File: src/rtl/ptw_pkg.sv
package ptw_pkg;
    typedef enum logic [1:0] {
        ST_IDLE = 2'd0,
        ST_REQ  = 2'd1,
        ST_WAIT = 2'd2
    } walk_state_e;
endpackage

File: src/rtl/ptw_field_sel.sv
module ptw_field_sel #(
    parameter int LEVELS = 3,
    parameter int IDX_W  = 4,
    parameter int LVL_W  = 2
) (
    input  logic [LEVELS*IDX_W-1:0] vpn,
    input  logic [LVL_W-1:0]        level,
    output logic [IDX_W-1:0]        idx
);
    localparam int VPN_W = LEVELS * IDX_W;

    logic [IDX_W-1:0] fields [LEVELS];

    for (genvar g = 0; g < LEVELS; g++) begin : g_field
        assign fields[g] = vpn[VPN_W-1-g*IDX_W -: IDX_W];
    end

    always_comb begin
        idx = '0;
        for (int k = 0; k < LEVELS; k++) begin
            if (level == LVL_W'(k)) idx = fields[k];
        end
    end
endmodule

File: src/rtl/ptw_addr_gen.sv
module ptw_addr_gen #(
    parameter int PPN_W     = 8,
    parameter int PG_SH     = 12,
    parameter int IDX_W     = 4,
    parameter int PTE_BYTES = 4
) (
    input  logic [PPN_W-1:0]       base,
    input  logic [IDX_W-1:0]       idx,
    output logic [PPN_W+PG_SH-1:0] addr
);
    localparam int PA_W = PPN_W + PG_SH;

    assign addr = {base, {PG_SH{1'b0}}} + PA_W'(idx) * PA_W'(PTE_BYTES);
endmodule

File: src/rtl/ptw_pte_decode.sv
module ptw_pte_decode #(
    parameter int PPN_W  = 8,
    parameter int PERM_W = 3
) (
    input  logic [PPN_W+PERM_W:0] pte,
    output logic                  present,
    output logic [PERM_W-1:0]     perm,
    output logic [PPN_W-1:0]      frame
);
    assign present = pte[0];
    assign perm    = pte[PERM_W:1];
    assign frame   = pte[PPN_W+PERM_W:PERM_W+1];
endmodule

File: src/rtl/ptw_walker.sv
module ptw_walker
    import ptw_pkg::*;
#(
    parameter int LEVELS    = 3,
    parameter int IDX_W     = 4,
    parameter int PPN_W     = 8,
    parameter int PG_SH     = 12,
    parameter int PERM_W    = 3,
    parameter int PTE_BYTES = 4,
    localparam int VPN_W    = LEVELS * IDX_W,
    localparam int PA_W     = PPN_W + PG_SH,
    localparam int PTE_W    = PPN_W + PERM_W + 1,
    localparam int LVL_W    = (LEVELS > 1) ? $clog2(LEVELS) : 1
) (
    input  logic              clk,
    input  logic              rst_n,
    input  logic              start_i,
    input  logic [VPN_W-1:0]  vpn_i,
    input  logic [PPN_W-1:0]  ptbr_i,
    output logic              busy_o,
    output logic              mem_req_o,
    output logic [PA_W-1:0]   mem_addr_o,
    input  logic              mem_gnt_i,
    input  logic              mem_rvalid_i,
    input  logic [PTE_W-1:0]  mem_rdata_i,
    output logic              done_o,
    output logic              fault_o,
    output logic [LVL_W-1:0]  fault_lvl_o,
    output logic [PPN_W-1:0]  res_ppn_o,
    output logic [PERM_W-1:0] res_perm_o
);
    localparam logic [LVL_W-1:0] LAST_LVL = LVL_W'(LEVELS - 1);
    localparam int CNT_W = $clog2(LEVELS + 1);

    typedef struct packed {
        walk_state_e       st;
        logic [LVL_W-1:0]  level;
        logic [VPN_W-1:0]  vpn;
        logic [PPN_W-1:0]  base;
        logic              done;
        logic              fault;
        logic [LVL_W-1:0]  flvl;
        logic [PPN_W-1:0]  ppn;
        logic [PERM_W-1:0] perm;
    } walk_regs_t;

    walk_regs_t r_q, r_d;

    logic [IDX_W-1:0]  cur_idx;
    logic              pte_present;
    logic [PERM_W-1:0] pte_perm;
    logic [PPN_W-1:0]  pte_frame;
    logic              start_ok;

    ptw_field_sel #(.LEVELS(LEVELS), .IDX_W(IDX_W), .LVL_W(LVL_W)) i_field_sel (
        .vpn   (r_q.vpn),
        .level (r_q.level),
        .idx   (cur_idx)
    );

    ptw_addr_gen #(.PPN_W(PPN_W), .PG_SH(PG_SH), .IDX_W(IDX_W), .PTE_BYTES(PTE_BYTES)) i_addr_gen (
        .base (r_q.base),
        .idx  (cur_idx),
        .addr (mem_addr_o)
    );

    ptw_pte_decode #(.PPN_W(PPN_W), .PERM_W(PERM_W)) i_pte_decode (
        .pte     (mem_rdata_i),
        .present (pte_present),
        .perm    (pte_perm),
        .frame   (pte_frame)
    );

    assign start_ok = (r_q.st == ST_IDLE) && start_i;

    always_comb begin
        r_d       = r_q;
        r_d.done  = 1'b0;
        r_d.fault = 1'b0;
        unique case (r_q.st)
            ST_IDLE: begin
                if (start_i) begin
                    r_d.st    = ST_REQ;
                    r_d.level = '0;
                    r_d.vpn   = vpn_i;
                    r_d.base  = ptbr_i;
                end
            end
            ST_REQ: begin
                if (mem_gnt_i) r_d.st = ST_WAIT;
            end
            ST_WAIT: begin
                if (mem_rvalid_i) begin
                    if (!pte_present) begin
                        r_d.st    = ST_IDLE;
                        r_d.fault = 1'b1;
                        r_d.flvl  = r_q.level;
                    end else if (r_q.level == LAST_LVL) begin
                        r_d.st   = ST_IDLE;
                        r_d.done = 1'b1;
                        r_d.ppn  = pte_frame;
                        r_d.perm = pte_perm;
                    end else begin
                        r_d.st    = ST_REQ;
                        r_d.base  = pte_frame;
                        r_d.level = r_q.level + 1'b1;
                    end
                end
            end
            default: r_d.st = ST_IDLE;
        endcase
    end

    always_ff @(posedge clk or negedge rst_n) begin
        if (!rst_n) begin
            r_q <= '{st: ST_IDLE, default: '0};
        end else begin
            r_q <= r_d;
        end
    end

    assign busy_o      = (r_q.st != ST_IDLE);
    assign mem_req_o   = (r_q.st == ST_REQ);
    assign done_o      = r_q.done;
    assign fault_o     = r_q.fault;
    assign fault_lvl_o = r_q.flvl;
    assign res_ppn_o   = r_q.ppn;
    assign res_perm_o  = r_q.perm;

    // Reads accepted since the last accepted start (checking aid only).
    logic [CNT_W-1:0] rd_cnt_q;
    always_ff @(posedge clk or negedge rst_n) begin
        if (!rst_n)                      rd_cnt_q <= '0;
        else if (start_ok)               rd_cnt_q <= '0;
        else if (mem_req_o && mem_gnt_i) rd_cnt_q <= rd_cnt_q + 1'b1;
    end

    a_r4_hold_req: assert property (@(posedge clk) disable iff (!rst_n)
        (mem_req_o && !mem_gnt_i) |=> (mem_req_o && $stable(mem_addr_o)));

    a_r4_no_req_while_waiting: assert property (@(posedge clk) disable iff (!rst_n)
        (mem_req_o && mem_gnt_i) |=> !mem_req_o);

    a_r2_entry_aligned: assert property (@(posedge clk) disable iff (!rst_n)
        mem_req_o |-> ((mem_addr_o % PA_W'(PTE_BYTES)) == '0));

    a_r6_read_count: assert property (@(posedge clk) disable iff (!rst_n)
        done_o |-> (rd_cnt_q == CNT_W'(LEVELS)));

    a_r7_fault_reads: assert property (@(posedge clk) disable iff (!rst_n)
        fault_o |-> (rd_cnt_q == CNT_W'(fault_lvl_o) + 1'b1));

    a_r8_exclusive: assert property (@(posedge clk) disable iff (!rst_n)
        !(done_o && fault_o));

    a_r8_pulse: assert property (@(posedge clk) disable iff (!rst_n)
        (done_o || fault_o) |=> !(done_o || fault_o));

    a_r8_idle_on_end: assert property (@(posedge clk) disable iff (!rst_n)
        (done_o || fault_o) |-> !busy_o);

    a_r9_keep_vpn: assert property (@(posedge clk) disable iff (!rst_n)
        (busy_o && $past(busy_o)) |-> $stable(r_q.vpn));
endmodule

File: config.mk
export PLATFORM = sky130hd
export DESIGN_NAME = ptw_walker
export DESIGN_NICKNAME = d
export VERILOG_FILES = /design/src/rtl/ptw_pkg.sv /design/src/rtl/ptw_field_sel.sv /design/src/rtl/ptw_addr_gen.sv /design/src/rtl/ptw_pte_decode.sv /design/src/rtl/ptw_walker.sv
export SDC_FILE = /design/constraint.sdc
export NUM_CORES = 1
export LEC_CHECK = 0
export BUFFER_PORTS_ARGS = -buffer_cell sky130_fd_sc_hd__buf_2
export CAP_MARGIN = 20
export CORE_ASPECT_RATIO = 0.75
export CORE_UTILIZATION = 30
export DETAILED_ROUTE_END_ITERATION = 16
export SLEW_MARGIN = 5
export SYNTH_ARGS = -nofsm -noshare
export SYNTH_HDL_FRONTEND = slang
export SYNTH_HIERARCHICAL = 1
export SYNTH_SLANG_ARGS = --single-unit
File: constraint.sdc
create_clock -name clk -period 4.5 [get_ports clk]
set_input_delay 0.9 -clock clk [delete_from_list [all_inputs] [get_ports clk]]
set_output_delay 0.9 -clock clk [all_outputs]
set_load 0.005 [all_outputs]
==> flow_metrics.tcl, run 1 <==
set metrics [dict create \
    post_route_cells_drive_above_1_share_pct 57.8 \
    critical-path-slowest-cell "a21oi_1" \
    power_per_cell_area_nw_per_um2 572 \
    maxCapViolations 0 \
    layout.filler_cells 680 \
    r2r_start "r_q[35]" \
    sequential_fraction_of_the_synthesis_area_pct 46.3 \
    detailed_place.area_sq_um 2170 \
    worst_ir_drop_vdd_v 0.000155 \
    worst_hold_path_type "reg -> reg" \
    rrSetupSlack_ns 2.00 \
    clock_tree_root "clkbuf_8" \
    worstPathArrival_ns 2.67 \
    hold_viol_final 0 \
    place.gp.congestion 0.687 \
    post_synth_main_area_contributors "dfrtp_1, buf_4, mux2_2, mux2_4, a32o_1" \
    synthAdderAreaFrac_pct 0.594 \
    die-height_microns 74.6 \
    startpoint "r_q[35]" \
    p_total_mw 1.30 \
    num_antenna_cells 0 \
    synth_area_per_cell_sq_um 12.8 \
    cts.sink_count 39 \
    grt_max_degree 40 \
    worst_setup_path_start_kind "flip-flop" \
    critical_path.max_fanout 11 \
    clockBufferDepth 2 \
    areaGrowthSynthToFinish_pct 7.61 \
    grt_pass1_wl_microns 5840 \
    slew_headroom_pct 30.9 \
    final_util_pct 33.3 \
    mostFrequentLayoutCell "buf_2" \
    synth_top_area_share_pct 46.3 \
    worstHoldStart "res_perm_o[1]" \
    synth_compound_gate_area_share_pct 6.30 \
    totalNegativeSetupSlack_ns 0 \
    post-route-min-period_ns 2.50 \
    first_global_vias 1145 \
    f_max_mhz 400 \
    timing.reg2reg.worst_path_depth 5 \
    unrepaired_setup_endpoints_after_global_routing "no" \
    drt_wl_total_microns 3770 \
    cts_made_buffers 5 \
    layout_worst_path_cycle_share_pct 55.5 \
    timing.critical_path.cells "inv_1 -> ha_1 -> nand4b_1 -> a21oi_1 -> mux2_2" \
    detailroute.via_count 1189 \
    yosys_warnings 6 \
    all_layer_global_routing_usage_pct 10.7 \
    cell_type_contributing_the_most_total_cell_area_after_synthesis "dfrtp_1" \
    fp-row-count 26 \
    worst_hold_path_endpoint "res_perm_o[1]" \
    globalRoute.totalOverflow 0 \
    ctsHtreeMaxLevel 2 \
    synth_cell_type_count 26 \
    ys_ff_latch 39 \
    setup_viol_count_final 0 \
    post-cts-setup-buffers 0 \
    yosys.area_share.simple_pct 4.87 \
    layout_common_cells "buf_2, dfrtp_1, mux2_2" \
    postCtsResizedCells 0 \
    timing_max_transition_violations_final 0 \
    cellLeakagePower_nw 1.19 \
    synth.area.mux_share_pct 22.2 \
    critPathBufInv 1 \
    worst_margin_pin_slew_ns 1.04 \
    largest_delay_contributor_family_on_the_critical_path "compound AO/OA/AOI/OAI gates" \
    dp_hpwl_microns 2870 \
    final_instance_area_sq_um 2270 \
    cp_data_required_time_ns 4.67 \
    total_standard_cell_area_after_synthesis_sq_um 2110 \
    cts.hold.buffers_added 0 \
    synth_xor_xnor_area_share_pct 0 \
    numPortBuffers 65 \
    floorplan.die.width_microns 98.7 \
    worstSkewPairLatency_ns 0.29 \
    cts_tree "yes" \
    timing.setup.critical_path_class "reg -> reg" \
    reg2reg_to "r_q[21]" \
    ios 74 \
    synth_top_family_by_area "multiplexers" \
    number_of_nets_with_antenna_violations_after_detailed_routing 0 \
    start_util_pct 31.0 \
    routed_via_density 4.31 \
    die_area_sq_um 7360 \
    cts.reportedPaths.clkPinSlew_ns 0.07 \
    postSynthCellCount 164 \
    routed_wire_length_per_instance_microns 13.6 \
    cpPeakStageDelay_ns 0.81 \
    coreArea_sq_um 6800 \
    drt_iter0_drc 38 \
    timing.hold.worst_path_depth 1 \
    grt_antenna_before_repair 0 \
    number_of_iterations_in_the_first_detailed_routing_pass 4 \
    post-route-drc-count 0 \
    clock-skew-final_ns 0.00308 \
    outcome "complete, no violations" \
    timing.critical_path.to_type "flip-flop" \
    finish.net_count 229 \
]
[synthesized netlist by cell type]
cell and number:
a21o_1 1, a21oi_1 1, a32o_1 8, and2b_1 1
and4b_1 1, buf_2 2, buf_4 47, buf_6 3
conb_1 1, dfrtp_1 39, ha_1 1, inv_1 4
mux2_2 25, mux2_4 9, mux2i_1 5, nand2_1 2
nand2_4 1, nand2b_1 2, nand4b_1 1, nor2_2 1
nor2b_1 1, nor2b_4 1, nor3b_2 1, o21ai_0 1
o2bb2ai_1 4, or2_2 1
[routing by layer]
layer	wire (microns)	vias up	part of all wire, %	global-route usage (%)
met5	0	-	0	0
met4	58	0	1.5	5.47
met3	188	7	5.0	4.32
met2	1770	31	47	16.2
met1	1750	585	47	13.4
li1	-	566	-	-
[cell type report]
type                            count  area (sq um)  share of cell area (%)
Tap cell                           84           105                    4.64
Sequential cell                    39           976                    43.1
Multi-Input combinational cell     76           744                    32.9
Clock buffer                        8           100                    4.42
Inverter                            4          15.0                   0.663
Timing Repair Buffer               65           325                    14.4
[state kept, by name, summed over array words and instances (netlist names)]
register	flops
r_q	24
res_ppn_o	8
done_o	1
res_perm_o	3
fault_o	1
fault_lvl_o	2
[kinds of logic after synthesis]
kind of cell,count (synthesis)
AOI/OAI and AO/OA,15
adders and majority gates,1
and+or+nand+nor,13
muxes,39
other,1
DFF,39
buffers and inverters,56
[worst max path at each step]
stage,endpoint,slack [ns],cells after the start
after global routing,r_q[21],1.81,5
after CTS,r_q[21],1.99,5
final,r_q[21],2.00,5
after floorplan,res_perm_o[2],2.52,6
after detailed placement,r_q[21],1.97,4
after global placement,r_q[15],1.99,4
[power by group]
group	internal, mW	leakage [nW]	switching, mW
combinational	0.278	0.638	0.183
clock	0.140	0.0515	0.117
sequential	0.485	0.504	0.0924
total	0.903	1.19	0.393
[stage by stage]
stage                     instances  hold WS (ns)  worst slack (ns)
final                           276         0.503              2.00
after global routing            276         0.515              1.81
after CTS                       276         0.507              1.99
after detailed placement        268         0.490              1.97
after global placement          268         0.481              1.99
after floorplan                 171         0.480              2.52
Power figures use the tool's default switching activity.
==> inputs of run 2 (changes only) <==
- clock period: 4.5 -> 2.4 ns (I/O delays scaled with it)
==> run 2 against run 1 <==
Net effect:
- fmax rose by 39%
- sequential share of layout area fell by 1.0 points
- setup slack got worse by 1.4 ns
- critical endpoint is now r_q[33]
- highest routed layer unchanged
==> flow_metrics.tcl, run 2 (synthesis gave the netlist of run 1 again) <==
set metrics [dict create \
    routed_wire_length_per_instance_microns 13.7 \
    finish.net_count 232 \
    coreArea_sq_um 6800 \
    cts.reportedPaths.clkPinSlew_ns 0.08 \
    die_area_sq_um 7360 \
    detailed_place.area_sq_um 2190 \
    critical-path-slowest-cell "nor2_2" \
    detailroute.via_count 1215 \
    fp-row-count 26 \
    ctsHtreeMaxLevel 2 \
    mostFrequentLayoutCell "buf_2" \
    globalRoute.totalOverflow 0 \
    top_register "r_q" \
    worst_setup_path_start_kind "flip-flop" \
    timing.critical_path.cells "or2_2 -> nor2_2 -> mux2_2" \
    post-cts-setup-buffers 0 \
    layout_common_cells "buf_2, dfrtp_1, mux2_2" \
    areaGrowthSynthToFinish_pct 10.2 \
    number_of_iterations_in_the_first_detailed_routing_pass 6 \
    timing.reg2reg.worst_path_depth 3 \
    power_per_cell_area_nw_per_um2 1130 \
    final_util_pct 34.1 \
    timing.critical_path.to_type "flip-flop" \
    slew_headroom_pct 57.9 \
    num_antenna_cells 0 \
    worst_margin_pin_slew_ns 0.631 \
    drt_iter0_drc 33 \
    rrSetupSlack_ns 0.60 \
    timing.setup.critical_path_class "reg -> reg" \
    totalNegativeSetupSlack_ns 0 \
    place.gp.congestion 0.726 \
    die-height_microns 74.6 \
    f_max_mhz 555 \
    worst_ir_drop_vdd_v 0.000295 \
    ios 74 \
    cts_made_buffers 5 \
    maxCapViolations 0 \
    cp_num_cells 3 \
    floorplan.die.width_microns 98.7 \
    grt_antenna_before_repair 0 \
    clock_tree_root "clkbuf_8" \
    timing_max_transition_violations_final 0 \
    worst_hold_path_type "in -> async" \
    dp_hpwl_microns 2920 \
    post-route-drc-count 0 \
    cts.sink_count 39 \
    largest_delay_contributor_family_on_the_critical_path "simple AND/OR/NAND/NOR gates" \
    cellLeakagePower_nw 1.22 \
    reg2reg_to "r_q[33]" \
    startpoint "r_q[38]" \
    postCtsResizedCells 0 \
    cpPeakStageDelay_ns 0.50 \
    drt_wl_total_microns 3830 \
    first_global_vias 1126 \
    cp_data_required_time_ns 2.58 \
    worstPathArrival_ns 1.98 \
    number_of_flip_flops_in_the_largest_register 24 \
    clockBufferDepth 2 \
    routed_via_density 4.35 \
    all_layer_global_routing_usage_pct 10.4 \
    critical_path.max_fanout 12 \
    setup_viol_count_final 0 \
    outcome "complete, no violations" \
    numPortBuffers 65 \
    post_route_cells_drive_above_1_share_pct 58.5 \
    grt_max_degree 21 \
    hold_viol_final 0 \
    number_of_nets_with_antenna_violations_after_detailed_routing 0 \
    final_instance_area_sq_um 2320 \
    worstSkewPairLatency_ns 0.29 \
    layout_worst_path_cycle_share_pct 75.1 \
    cts_tree "yes" \
    grt_pass1_wl_microns 5750 \
    unrepaired_setup_endpoints_after_global_routing "no" \
    clock-skew-final_ns 0.00772 \
    critPathBufInv 0 \
    r2r_start "r_q[38]" \
    cts.hold.buffers_added 0 \
    start_util_pct 31.0 \
    worst_setup_path_endpoint "r_q[33]" \
    post-route-min-period_ns 1.80 \
]
==> run 2: cell types whose count changed in the layout (fill, tap and decap cells not counted) <==
cell,delta
clkbuf_8,-2
buf_4,+3
bufinv_16,+2
==> run 2: per-layer routing <==
metal  GRT usage (%)  share of wire (%)  vias up
li1                -                  -      573
met1            13.4                 46      599
met2            16.2                 48       41
met3            3.38                5.0        2
met4            4.98               0.89        0
met5               0                  0        -
==> run 2: worst min-delay path by stage <==
stage / from / to / slack, ns / cells past startpoint
after floorplan: rst_n / done_o / 0.18 / 0
after global placement: rst_n / r_q[34] / 0.47 / 1
after detailed placement: rst_n / r_q[34] / 0.47 / 1
after CTS: rst_n / r_q[34] / 0.15 / 1
after global routing: rst_n / r_q[34] / 0.15 / 1
final: rst_n / r_q[34] / 0.13 / 1
==> run 2: worst register-to-register path, cell delays in order (launching register included) <==
cell and delay (ns):
dfrtp_1 0.46, or2_2 0.32, nor2_2 0.50, mux2_2 0.42
==> run 2: per-stage QoR <==
step / power [mW] / worst slack [ns] / instances / hold slack, ns
2_1_floorplan: 1.92 / 0.767 / 171 / 0.184
6_report: 2.61 / 0.598 / 279 / 0.133
3_5_place_dp: 2.00 / 0.634 / 271 / 0.466
4_1_cts: 2.65 / 0.595 / 279 / 0.155
3_3_place_gp: 1.98 / 0.644 / 271 / 0.471
5_1_grt: 2.79 / 0.502 / 279 / 0.155
==> run 2: cell type report <==
class / count / area (sq um)
repair buffers: 68 / 348
clock inverters: 2 / 60.1
well taps: 84 / 105
multi-input cells: 76 / 744
flip-flops and latches: 39 / 976
inverters: 4 / 15.0
clock buffers: 6 / 72.6
fillers: 681 / 4480
==> run 2: where the power goes <==
part / internal, mW / total, mW / switching (mW)
Sequential: 0.909 / 1.06 / 0.154
Clock: 0.416 / 0.642 / 0.227
Combinational: 0.538 / 0.907 / 0.369
==> inputs of run 3 (changes only) <==
- clock period: 2.4 -> 1.8 ns (I/O delays scaled with it)
==> run 3 against run 2 <==
Net effect:
- setup slack worse by 0.46 ns
- register-to-register slack worse by 0.46 ns
- core utilization down 0.22 points
- worst hold slack better by 0.14 ns
- final area down 0.65%
- via count up 1.5%
- flip-flop and latch count unchanged
- critical path type unchanged
==> flow_metrics.tcl, run 3 (synthesis gave the netlist of run 1 again) <==
set metrics [dict create \
    outcome "complete, no violations" \
    worstPathArrival_ns 1.83 \
    number_of_nets_with_antenna_violations_after_detailed_routing 0 \
    floorplan.die.width_microns 98.7 \
    r2r_start "r_q[35]" \
    startpoint "r_q[35]" \
    areaGrowthSynthToFinish_pct 9.51 \
    worst_setup_path_start_kind "flip-flop" \
    post-route-drc-count 0 \
    layout_common_cells "buf_2, dfrtp_1, mux2_2" \
    clock-skew-final_ns 0.00432 \
    critical_path.max_fanout 11 \
    place.gp.congestion 0.729 \
    met2_wirelength_microns 1760 \
    top_register "r_q" \
    uppermost_metal_layer_occupied_by_signal_nets "met4" \
    critical-path-slowest-cell "dfrtp_1" \
    grt_max_degree 18 \
    unrepaired_setup_endpoints_after_global_routing "no" \
    metal_1_wl_microns 1770 \
    final_instance_area_sq_um 2310 \
    clock_tree_root "clkbuf_8" \
    routed_via_density 4.36 \
    clockBufferDepth 2 \
    detailroute.via_count 1233 \
    finish.net_count 236 \
    met3RoutedLength_microns 185 \
    cpPeakStageDelay_ns 0.35 \
    timing_max_transition_violations_final 0 \
    num_antenna_cells 0 \
    worst_ir_drop_vdd_v 0.000306 \
    start_util_pct 31.0 \
    cts.sink_count 39 \
    cp_data_required_time_ns 1.97 \
    fp-row-count 26 \
    cts.reportedPaths.clkPinSlew_ns 0.07 \
    detailed_place.area_sq_um 2210 \
    cts_tree "yes" \
    hold_viol_final 0 \
    worstSkewPairLatency_ns 0.28 \
    setup_viol_count_final 0 \
    power_per_cell_area_nw_per_um2 1400 \
    totalNegativeSetupSlack_ns 0 \
    drt_iter0_drc 30 \
    dp_hpwl_microns 2920 \
    grt_pass1_wl_microns 5890 \
    p_total_mw 3.22 \
    f_max_mhz 601 \
    layout_worst_path_cycle_share_pct 92.5 \
    worst_hold_path_type "in -> reg" \
    die_area_sq_um 7360 \
    ios 74 \
    worstHoldStart "mem_rdata_i[0]" \
    number_of_flip_flops_in_the_largest_register 24 \
    coreArea_sq_um 6800 \
    post_route_cells_drive_above_1_share_pct 58.3 \
    globalRoute.totalOverflow 0 \
    timing.setup.critical_path_class "reg -> reg" \
    number_of_iterations_in_the_first_detailed_routing_pass 5 \
    drt_wl_total_microns 3770 \
    post-cts-setup-buffers 0 \
    timing.hold.ws_ns 0.276 \
    first_global_vias 1157 \
    post-route-min-period_ns 1.66 \
    timing.critical_path.cells "inv_1 -> ha_1 -> nand4b_1 -> a21oi_1 -> buf_6 -> mux2_2" \
    routed_wire_length_per_instance_microns 13.3 \
    cellLeakagePower_nw 1.22 \
    cts_made_buffers 5 \
    mostFrequentLayoutCell "buf_2" \
    die-height_microns 74.6 \
    all_layer_global_routing_usage_pct 10.8 \
    maxCapViolations 0 \
    ctsHtreeMaxLevel 2 \
    timing.critical_path.to_type "flip-flop" \
    grt_antenna_before_repair 0 \
    numPortBuffers 65 \
]
## run 3: repair_timing
item | CTS | global route
resized for setup | 0 | 1
hold buffers | 1 | 0
endpoints found under the hold margin | 15 | 0
endpoints found under the setup margin | 0 | 6
## run 3: worst paths after layout
| kind | to | slack [ns] | depth (start not counted) |
|---|---|---|---|
| max in group asynchronous | r_q[18] | 0.75 | 3 |
| hold reg to reg | res_perm_o[0] | 0.50 | 1 |
| setup / recovery | r_q[20] | 0.14 | 6 |
| setup reg to reg | r_q[20] | 0.14 | 6 |
| min in group asynchronous | r_q[25] | 0.53 | 2 |
| hold / removal | fault_o | 0.28 | 2 |
## run 3: report_power, final
part | total (mW) | switching, mW | internal, mW
clock | 0.564 | 0.292 | 0.272
sequential | 1.40 | 0.186 | 1.21
combinational | 1.26 | 0.509 | 0.747
## run 3: layout make-up
type                    count  area (sq um)
multi-input cells          76           744
well taps                  84           105
flip-flops and latches     39           976
inverters                   4          15.0
fillers                   705          4490
clock inverters             1          5.00
clock buffers               7          76.3
repair buffers             72           384
## run 3: stage by stage
step                utilization [%]  worst slack [ns]  instances
global placement               32.5             0.198        274
detailed placement             32.5             0.153        274
finish                         33.9             0.136        283
global route                   33.9            0.0136        283
floorplan                         -             0.167        171
CTS                            33.9             0.119        283
## run 3: critical path, delay by kind of cell (launching register included)
kind	cells	cell delay, ns
mux	1	0.34
fa+ha+maj	1	0.24
simple gates	1	0.18
compound gates	1	0.20
buf+inv	2	0.26
flops	1	0.35
## run 3: layer usage
metal  global-route usage (%)  up-vias
li1                         -      590
met1                     13.4      600
met3                     3.57        5
met4                     5.47        0
met2                     16.9       38
met5                        0        -
